$ cat src/rtl/fcmd_pkg.sv
package fcmd_pkg;

    typedef enum logic [1:0] {
        MODE_READ = 2'b00,
        MODE_AUTO = 2'b01,
        MODE_BUSY = 2'b10
    } mode_e;

    typedef enum logic [2:0] {
        CMD_NONE   = 3'd0,
        CMD_RESET  = 3'd1,
        CMD_AUTO   = 3'd2,
        CMD_PROG   = 3'd3,
        CMD_CHIP   = 3'd4,
        CMD_SECT   = 3'd5,
        CMD_SUSP   = 3'd6,
        CMD_RESUME = 3'd7
    } cmd_e;

    // class of a write's data byte
    typedef enum logic [2:0] {
        DC_OTHER,
        DC_RESET,
        DC_AUTO,
        DC_PSETUP,
        DC_ESETUP,
        DC_CHIP,
        DC_SECT,
        DC_SUSP
    } dclass_e;

endpackage

$ cat src/rtl/fcmd_match.sv
module fcmd_match
    import fcmd_pkg::*;
#(
    parameter int MATCH_W = 15,
    parameter int DATA_W  = 8,
    parameter logic [MATCH_W-1:0] UNLK_ADDR_A = 15'h5555,
    parameter logic [MATCH_W-1:0] UNLK_ADDR_B = 15'h2AAA
) (
    input  logic [MATCH_W-1:0] addr_lo,
    input  logic [DATA_W-1:0]  data,
    output logic               at_a,
    output logic               at_b,
    output logic               key1,
    output logic               key2,
    output dclass_e            dclass
);
    localparam logic [DATA_W-1:0] K_KEY1   = DATA_W'(8'hAA);
    localparam logic [DATA_W-1:0] K_KEY2   = DATA_W'(8'h55);
    localparam logic [DATA_W-1:0] K_RESET  = DATA_W'(8'hF0);
    localparam logic [DATA_W-1:0] K_AUTO   = DATA_W'(8'h90);
    localparam logic [DATA_W-1:0] K_PSETUP = DATA_W'(8'hA0);
    localparam logic [DATA_W-1:0] K_ESETUP = DATA_W'(8'h80);
    localparam logic [DATA_W-1:0] K_CHIP   = DATA_W'(8'h10);
    localparam logic [DATA_W-1:0] K_SECT   = DATA_W'(8'h30);
    localparam logic [DATA_W-1:0] K_SUSP   = DATA_W'(8'hB0);

    assign at_a = (addr_lo == UNLK_ADDR_A);
    assign at_b = (addr_lo == UNLK_ADDR_B);
    assign key1 = (data == K_KEY1);
    assign key2 = (data == K_KEY2);

    always_comb begin
        unique case (data)
            K_RESET:  dclass = DC_RESET;
            K_AUTO:   dclass = DC_AUTO;
            K_PSETUP: dclass = DC_PSETUP;
            K_ESETUP: dclass = DC_ESETUP;
            K_CHIP:   dclass = DC_CHIP;
            K_SECT:   dclass = DC_SECT;
            K_SUSP:   dclass = DC_SUSP;
            default:  dclass = DC_OTHER;
        endcase
    end
endmodule

$ cat src/rtl/fcmd_fsm.sv
module fcmd_fsm
    import fcmd_pkg::*;
#(
    parameter int ADDR_W = 19,
    parameter int DATA_W = 8
) (
    input  logic              clk,
    input  logic              rst_n,
    input  logic              wr_valid,
    input  logic [ADDR_W-1:0] wr_addr,
    input  logic [DATA_W-1:0] wr_data,
    input  logic              op_done,
    input  logic              at_a,
    input  logic              at_b,
    input  logic              key1,
    input  logic              key2,
    input  dclass_e           dclass,
    output logic [1:0]        mode,
    output logic              cmd_pulse,
    output logic [2:0]        cmd_code,
    output logic [ADDR_W-1:0] cmd_addr,
    output logic [DATA_W-1:0] cmd_data
);
    typedef enum logic [3:0] {
        S_READ, S_UNLK1, S_UNLK2, S_AUTO, S_PROG,
        S_ESET, S_EUNLK1, S_EUNLK2, S_BUSY, S_BUSY_SE, S_SUSP
    } state_e;

    state_e state, nxt;
    cmd_e   emit;
    mode_e  mode_w;

    // state register
    always_ff @(posedge clk) begin
        if (!rst_n) state <= S_READ;
        else        state <= nxt;
    end

    // next state and command decision
    always_comb begin
        nxt  = state;
        emit = CMD_NONE;
        if (op_done && (state == S_BUSY || state == S_BUSY_SE)) begin
            nxt = S_READ;
        end else if (wr_valid) begin
            unique case (state)
                S_READ, S_AUTO: begin
                    if (dclass == DC_RESET) begin
                        emit = CMD_RESET;
                        nxt  = S_READ;
                    end else if (key1 && at_a) begin
                        nxt = S_UNLK1;
                    end
                end
                S_UNLK1, S_ESET, S_EUNLK1: begin
                    if (dclass == DC_RESET) begin
                        emit = CMD_RESET;
                        nxt  = S_READ;
                    end else if (state == S_UNLK1 && key2 && at_b) begin
                        nxt = S_UNLK2;
                    end else if (state == S_ESET && key1 && at_a) begin
                        nxt = S_EUNLK1;
                    end else if (state == S_EUNLK1 && key2 && at_b) begin
                        nxt = S_EUNLK2;
                    end else begin
                        nxt = S_READ;
                    end
                end
                S_UNLK2: begin
                    nxt = S_READ;
                    if (dclass == DC_RESET) begin
                        emit = CMD_RESET;
                    end else if (at_a && dclass == DC_AUTO) begin
                        emit = CMD_AUTO;
                        nxt  = S_AUTO;
                    end else if (at_a && dclass == DC_PSETUP) begin
                        nxt = S_PROG;
                    end else if (at_a && dclass == DC_ESETUP) begin
                        nxt = S_ESET;
                    end
                end
                S_PROG: begin
                    emit = CMD_PROG;
                    nxt  = S_BUSY;
                end
                S_EUNLK2: begin
                    nxt = S_READ;
                    if (dclass == DC_RESET) begin
                        emit = CMD_RESET;
                    end else if (at_a && dclass == DC_CHIP) begin
                        emit = CMD_CHIP;
                        nxt  = S_BUSY;
                    end else if (dclass == DC_SECT) begin
                        emit = CMD_SECT;
                        nxt  = S_BUSY_SE;
                    end
                end
                S_BUSY: ;
                S_BUSY_SE: begin
                    if (dclass == DC_SUSP) begin
                        emit = CMD_SUSP;
                        nxt  = S_SUSP;
                    end
                end
                S_SUSP: begin
                    if (dclass == DC_SECT) begin
                        emit = CMD_RESUME;
                        nxt  = S_BUSY_SE;
                    end
                end
                default: nxt = S_READ;
            endcase
        end
    end

    // registered command outputs
    always_ff @(posedge clk) begin
        if (!rst_n) begin
            cmd_pulse <= 1'b0;
            cmd_code  <= CMD_NONE;
            cmd_addr  <= '0;
            cmd_data  <= '0;
        end else begin
            cmd_pulse <= (emit != CMD_NONE);
            cmd_code  <= emit;
            if (emit == CMD_PROG) begin
                cmd_addr <= wr_addr;
                cmd_data <= wr_data;
            end else if (emit == CMD_SECT) begin
                cmd_addr <= wr_addr;
            end
        end
    end

    always_comb begin
        unique case (state)
            S_AUTO:            mode_w = MODE_AUTO;
            S_BUSY, S_BUSY_SE: mode_w = MODE_BUSY;
            default:           mode_w = MODE_READ;
        endcase
    end
    assign mode = mode_w;
endmodule

$ cat src/rtl/fcmd_decoder.sv
module fcmd_decoder
    import fcmd_pkg::*;
#(
    parameter int ADDR_W  = 19,
    parameter int DATA_W  = 8,
    parameter int MATCH_W = 15
) (
    input  logic              clk,
    input  logic              rst_n,
    input  logic              wr_valid,
    input  logic [ADDR_W-1:0] wr_addr,
    input  logic [DATA_W-1:0] wr_data,
    input  logic              op_done,
    output logic [1:0]        mode,
    output logic              cmd_pulse,
    output logic [2:0]        cmd_code,
    output logic [ADDR_W-1:0] cmd_addr,
    output logic [DATA_W-1:0] cmd_data
);
    logic    at_a, at_b, key1, key2;
    dclass_e dclass;

    fcmd_match #(.MATCH_W(MATCH_W), .DATA_W(DATA_W)) u_match (
        .addr_lo (wr_addr[MATCH_W-1:0]),
        .data    (wr_data),
        .at_a    (at_a),
        .at_b    (at_b),
        .key1    (key1),
        .key2    (key2),
        .dclass  (dclass)
    );

    fcmd_fsm #(.ADDR_W(ADDR_W), .DATA_W(DATA_W)) u_fsm (
        .clk       (clk),
        .rst_n     (rst_n),
        .wr_valid  (wr_valid),
        .wr_addr   (wr_addr),
        .wr_data   (wr_data),
        .op_done   (op_done),
        .at_a      (at_a),
        .at_b      (at_b),
        .key1      (key1),
        .key2      (key2),
        .dclass    (dclass),
        .mode      (mode),
        .cmd_pulse (cmd_pulse),
        .cmd_code  (cmd_code),
        .cmd_addr  (cmd_addr),
        .cmd_data  (cmd_data)
    );
endmodule

$ cat config.mk
export PLATFORM = sky130hd
export DESIGN_NAME = fcmd_decoder
export DESIGN_NICKNAME = d
export VERILOG_FILES = /design/src/rtl/fcmd_pkg.sv /design/src/rtl/fcmd_match.sv /design/src/rtl/fcmd_fsm.sv /design/src/rtl/fcmd_decoder.sv
export SDC_FILE = /design/constraint.sdc
export NUM_CORES = 1
export LEC_CHECK = 0
export BUFFER_PORTS_ARGS = -buffer_cell sky130_fd_sc_hd__buf_2
export CORE_ASPECT_RATIO = 1.2
export CORE_MARGIN = 3
export CORE_UTILIZATION = 45
export CTS_CLUSTER_DIAMETER = 150
export DETAILED_ROUTE_END_ITERATION = 10
export HOLD_SLACK_MARGIN = 0.15
export PLACE_DENSITY_LB_ADDON = 0.08
export SLEW_MARGIN = 20
export SYNTH_ARGS = -nofsm -noshare
export SYNTH_HDL_FRONTEND = slang
export SYNTH_SLANG_ARGS = --single-unit
$ cat constraint.sdc
create_clock -name clk -period 2.5 [get_ports clk]
set_input_delay 0.125 -clock clk [delete_from_list [all_inputs] [get_ports clk]]
set_output_delay 0.125 -clock clk [all_outputs]
set_load 0.01 [all_outputs]
==> results by group <==
Yosys
  • Most used DFF post-synth: dfxtp_1
  • Cells after Synth: 242
  • Avg Inst Size Synth: 8.26 um2
  • Area contributors post-synth: dfxtp_1 35%, mux2i_1 14%, nand2_1 11%
  • Yosys warns: 0
  • Top-area cell type share of the netlist area: 35.1%
  • Distinct cells, synth: 52
  • Syn Std Cell Area: 2000 um2
  • Seq/Total Area, Yosys: 35.1%
  • Syn Nets: 273
  • EDFF count, synth: 0
  • Largest area contributor in the netlist: dfxtp_1
  • #FFs+latches synth: 35
  • Async set-or-reset flop fraction in the synthesized netlist: 0%

Routing
  • DRC viols: 0
  • Total Wirelength: 5530 um
  • Wirelength per Cell: 14.5 um
  • Post-route ant nets: 0
  • Via count: 2025
  • DRT Pass-1 Iters: 4
  • Drt via density: 5.31
  • DR iter-0 viols: 111

Run
  • Max cap viols: 0

Timing
  • Setup_tns: 0 ns
  • Clock skew: 0.0112 ns
  • Max Fclk: 425 MHz
  • Headroom to the max-slew limit: 70.3%
  • Final setup vio count: 0
  • Final Max Tran Viols: 0
  • Hold Fails Final Rpt: 0
  • Tmin final: 2.35 ns
  • Worst-Margin Slew: 0.446 ns
  • Tcrit/Tclk final: 94.1%
  • Min Hold Slack: 0.191 ns

Die
  • Die X: 66.8 um
  • Top Ports: 64
  • Initial Utilization: 48.8%
  • Core Box Area: 4100 um2
  • # rows: 25
  • Die Area: 5280 um2
  • Die Height: 79.0 um

Clock network
  • Clock sinks: 35
  • Clk pin slew, worst setup/hold paths: 0.07 ns
  • Clock buffer depth: 2
  • Clk Latency, worst-skew pair: 0.29 ns
  • CTS HTree Levels: 2
  • TritonCTS buffer count: 5
  • Clk Tree Root Cell: clkbuf_8
  • CTS tree: done

Global route
  • First-pass GRT wire length: 8830 um
  • Vias in the first global route: 1947
  • Grt ovf: 0
  • Initial antenna violation count: 0
  • Largest net degree at the start of global routing: 43
  • Gr usage total: 21.4%

Worst setup path
  • Cell Chain, Critical Path: or4bb_1, o41ai_1, a21oi_1, nand2b_1, a21oi_4, clkbuf_16, mux2i_1
  • Reg2Reg Depth: 7
  • Reg-to-reg startpoint: u_fsm.state[1]$_SDFFE_PP0P_
  • R2R setup slack: 0.15 ns
  • Worst path required time: 2.72 ns
  • Critical path arrival: 2.57 ns
  • CP peak stage delay: 0.55 ns
  • Worst setup SP type: flip-flop
  • CP delay by family, top: simple AND/OR/NAND/NOR gates
  • CP Class: flip-flop to flip-flop
  • Worst-path fanout max: 12
  • CP bufs+invs: 1
  • CP Capture Type: flip-flop
  • CP max stage cell: or4bb_1
  • R2r endpoint: u_fsm.cmd_addr[0]$_SDFFE_PN0P_

Final layout
  • ANT cells: 0
  • Share of layout cells above drive strength 1: 28.4%
  • Post-Layout Cell Count: 381
  • Final #Nets: 357
  • Layout Area Growth over Synthesis: 38.7%

Min path
  • Hold Crit Class: input pin to flip-flop
  • Min-Delay Startpoint: wr_data[5]
  • Hold worst-path end: u_fsm.cmd_data[5]$_SDFFE_PN0N_
  • WHS Path Cells: 3

Run status
  • Outcome: finished, final reports clean

Place
  • Port bufs: 63
  • Dpl cells: 345
  • Hpwl dp: 3660 um
  • Placer Congestion: 0.878

Pwr
  • Max VDD drop: 0.000285 V
  • Leakage: 1.15 nW
  • Pwr dens: 579 nW/um2
synthesized netlist by cell type (all sizes together), types with 2 or more instances:
cell	number
or4	2
a31oi	3
buf	5
and4	2
nor4bb	8
nor3b	3
dfxtp	35
a21oi	5
nor3	10
o21ai	6
clkbuf	14
xnor2	3
and3	2
inv	3
nand4	3
nor2	12
nand3	2
nand4b	2
o31ai	2
mux2i	28
nand2b	6
nor4b	2
o2111ai	2
nand2	61
state kept, by name, indices dropped and copies added, names as in the netlist:
name	count
u_fsm.state	4
u_fsm.cmd_data	8
u_fsm.cmd_addr	19
u_fsm.cmd_pulse	1
u_fsm.cmd_code	3
metal layers:
layer,GRT usage [%],wire length [um],vias up
li1,-,-,1021
met1,25.6,2350,930
met2,36.2,2790,64
met3,5.52,275,10
met4,7.72,104,0
met5,0,0,-
where the power goes:
group | switching [W] | total [W] | internal [W] | leakage, nW
Clock | 0.000200 | 0.000425 | 0.000225 | 0.0484
Sequential | 0.0000624 | 0.000661 | 0.000599 | 0.283
Combinational | 0.000270 | 0.000518 | 0.000248 | 0.814
cell families after synthesis:
group | count (synthesis) | synth area share, %
buffers and inverters | 22 | 5.45
and+or+nand+nor | 126 | 34.0
muxes | 29 | 14.6
AOI/OAI and AO/OA | 27 | 9.58
xor gates and xnor gates | 3 | 1.32
DFF | 35 | 35.1
layout by cell type (no fill, tap or decap), types with 3 or more instances in the layout:
| master | synthesis | final |
|---|---|---|
| a21oi_1 | 4 | 4 |
| nand2b_1 | 6 | 6 |
| nand4_1 | 3 | 3 |
| dfxtp_1 | 35 | 33 |
| buf_4 | 0 | 6 |
| nor3b_1 | 3 | 3 |
| inv_1 | 3 | 3 |
| clkbuf_8 | 0 | 6 |
| nor4bb_1 | 8 | 8 |
| buf_2 | 2 | 62 |
| dlygate4sd3_1 | 0 | 22 |
| o21ai_0 | 6 | 6 |
| nor3_1 | 9 | 9 |
| mux2i_1 | 28 | 28 |
| a31oi_1 | 3 | 3 |
| nand2_1 | 61 | 61 |
| xnor2_1 | 3 | 3 |
| nor2_1 | 11 | 11 |
stage by stage:
step	worst slack [ns]	util, %	cell area [um2]	power (W)
6_report	0.147	67.6	2770	0.00160
5_1_grt	-0.0442	67.6	2770	0.00171
4_1_cts	0.0369	64.9	2660	0.00158
3_5_place_dp	0.185	56.9	2330	0.00113
3_3_place_gp	0.182	56.9	2330	0.00113
2_1_floorplan	0.394	-	2000	0.00101
worst max path at each step:
stage / startpoint / endpoint / slack (ns) / cells past startpoint
after floorplan: u_fsm.state[1]$_SDFFE_PP0P_ / u_fsm.cmd_addr[0]$_SDFFE_PN0P_ / 0.39 / 9
after detailed placement: u_fsm.state[1]$_SDFFE_PP0P_ / u_fsm.cmd_addr[9]$_SDFFE_PN0P_ / 0.19 / 7
after global routing: u_fsm.state[1]$_SDFFE_PP0P_ / u_fsm.cmd_addr[16]$_SDFFE_PN0P_ / -0.04 / 7
after global placement: u_fsm.state[1]$_SDFFE_PP0P_ / u_fsm.cmd_addr[4]$_SDFFE_PN0P_ / 0.18 / 7
final: u_fsm.state[1]$_SDFFE_PP0P_ / u_fsm.cmd_addr[0]$_SDFFE_PN0P_ / 0.15 / 7
after CTS: wr_data[3] / u_fsm.cmd_addr[9]$_SDFFE_PN0P_ / 0.04 / 9
final cells by class:
class | instances | area [um2]
clock buffer | 7 | 86.3
clock inverter | 1 | 8.76
fill | 367 | 1330
inverter | 3 | 11.3
multi-input combinational | 185 | 1220
sequential | 35 | 703
tap | 54 | 67.6
timing repair buffer | 96 | 674
worst min-delay path, cell delays in order:
cell     delay, ns
buf_2         0.17
nand2_1       0.07
mux2i_1       0.06
timing repair:
item | CTS | global route
gates resized for setup | 0 | 8
buffers inserted | 0 | 3
hold endpoints to repair | 23 | 0
endpoints found under the setup margin | 0 | 22
hold buffers | 23 | 0
(Power assumes the default switching activity.)
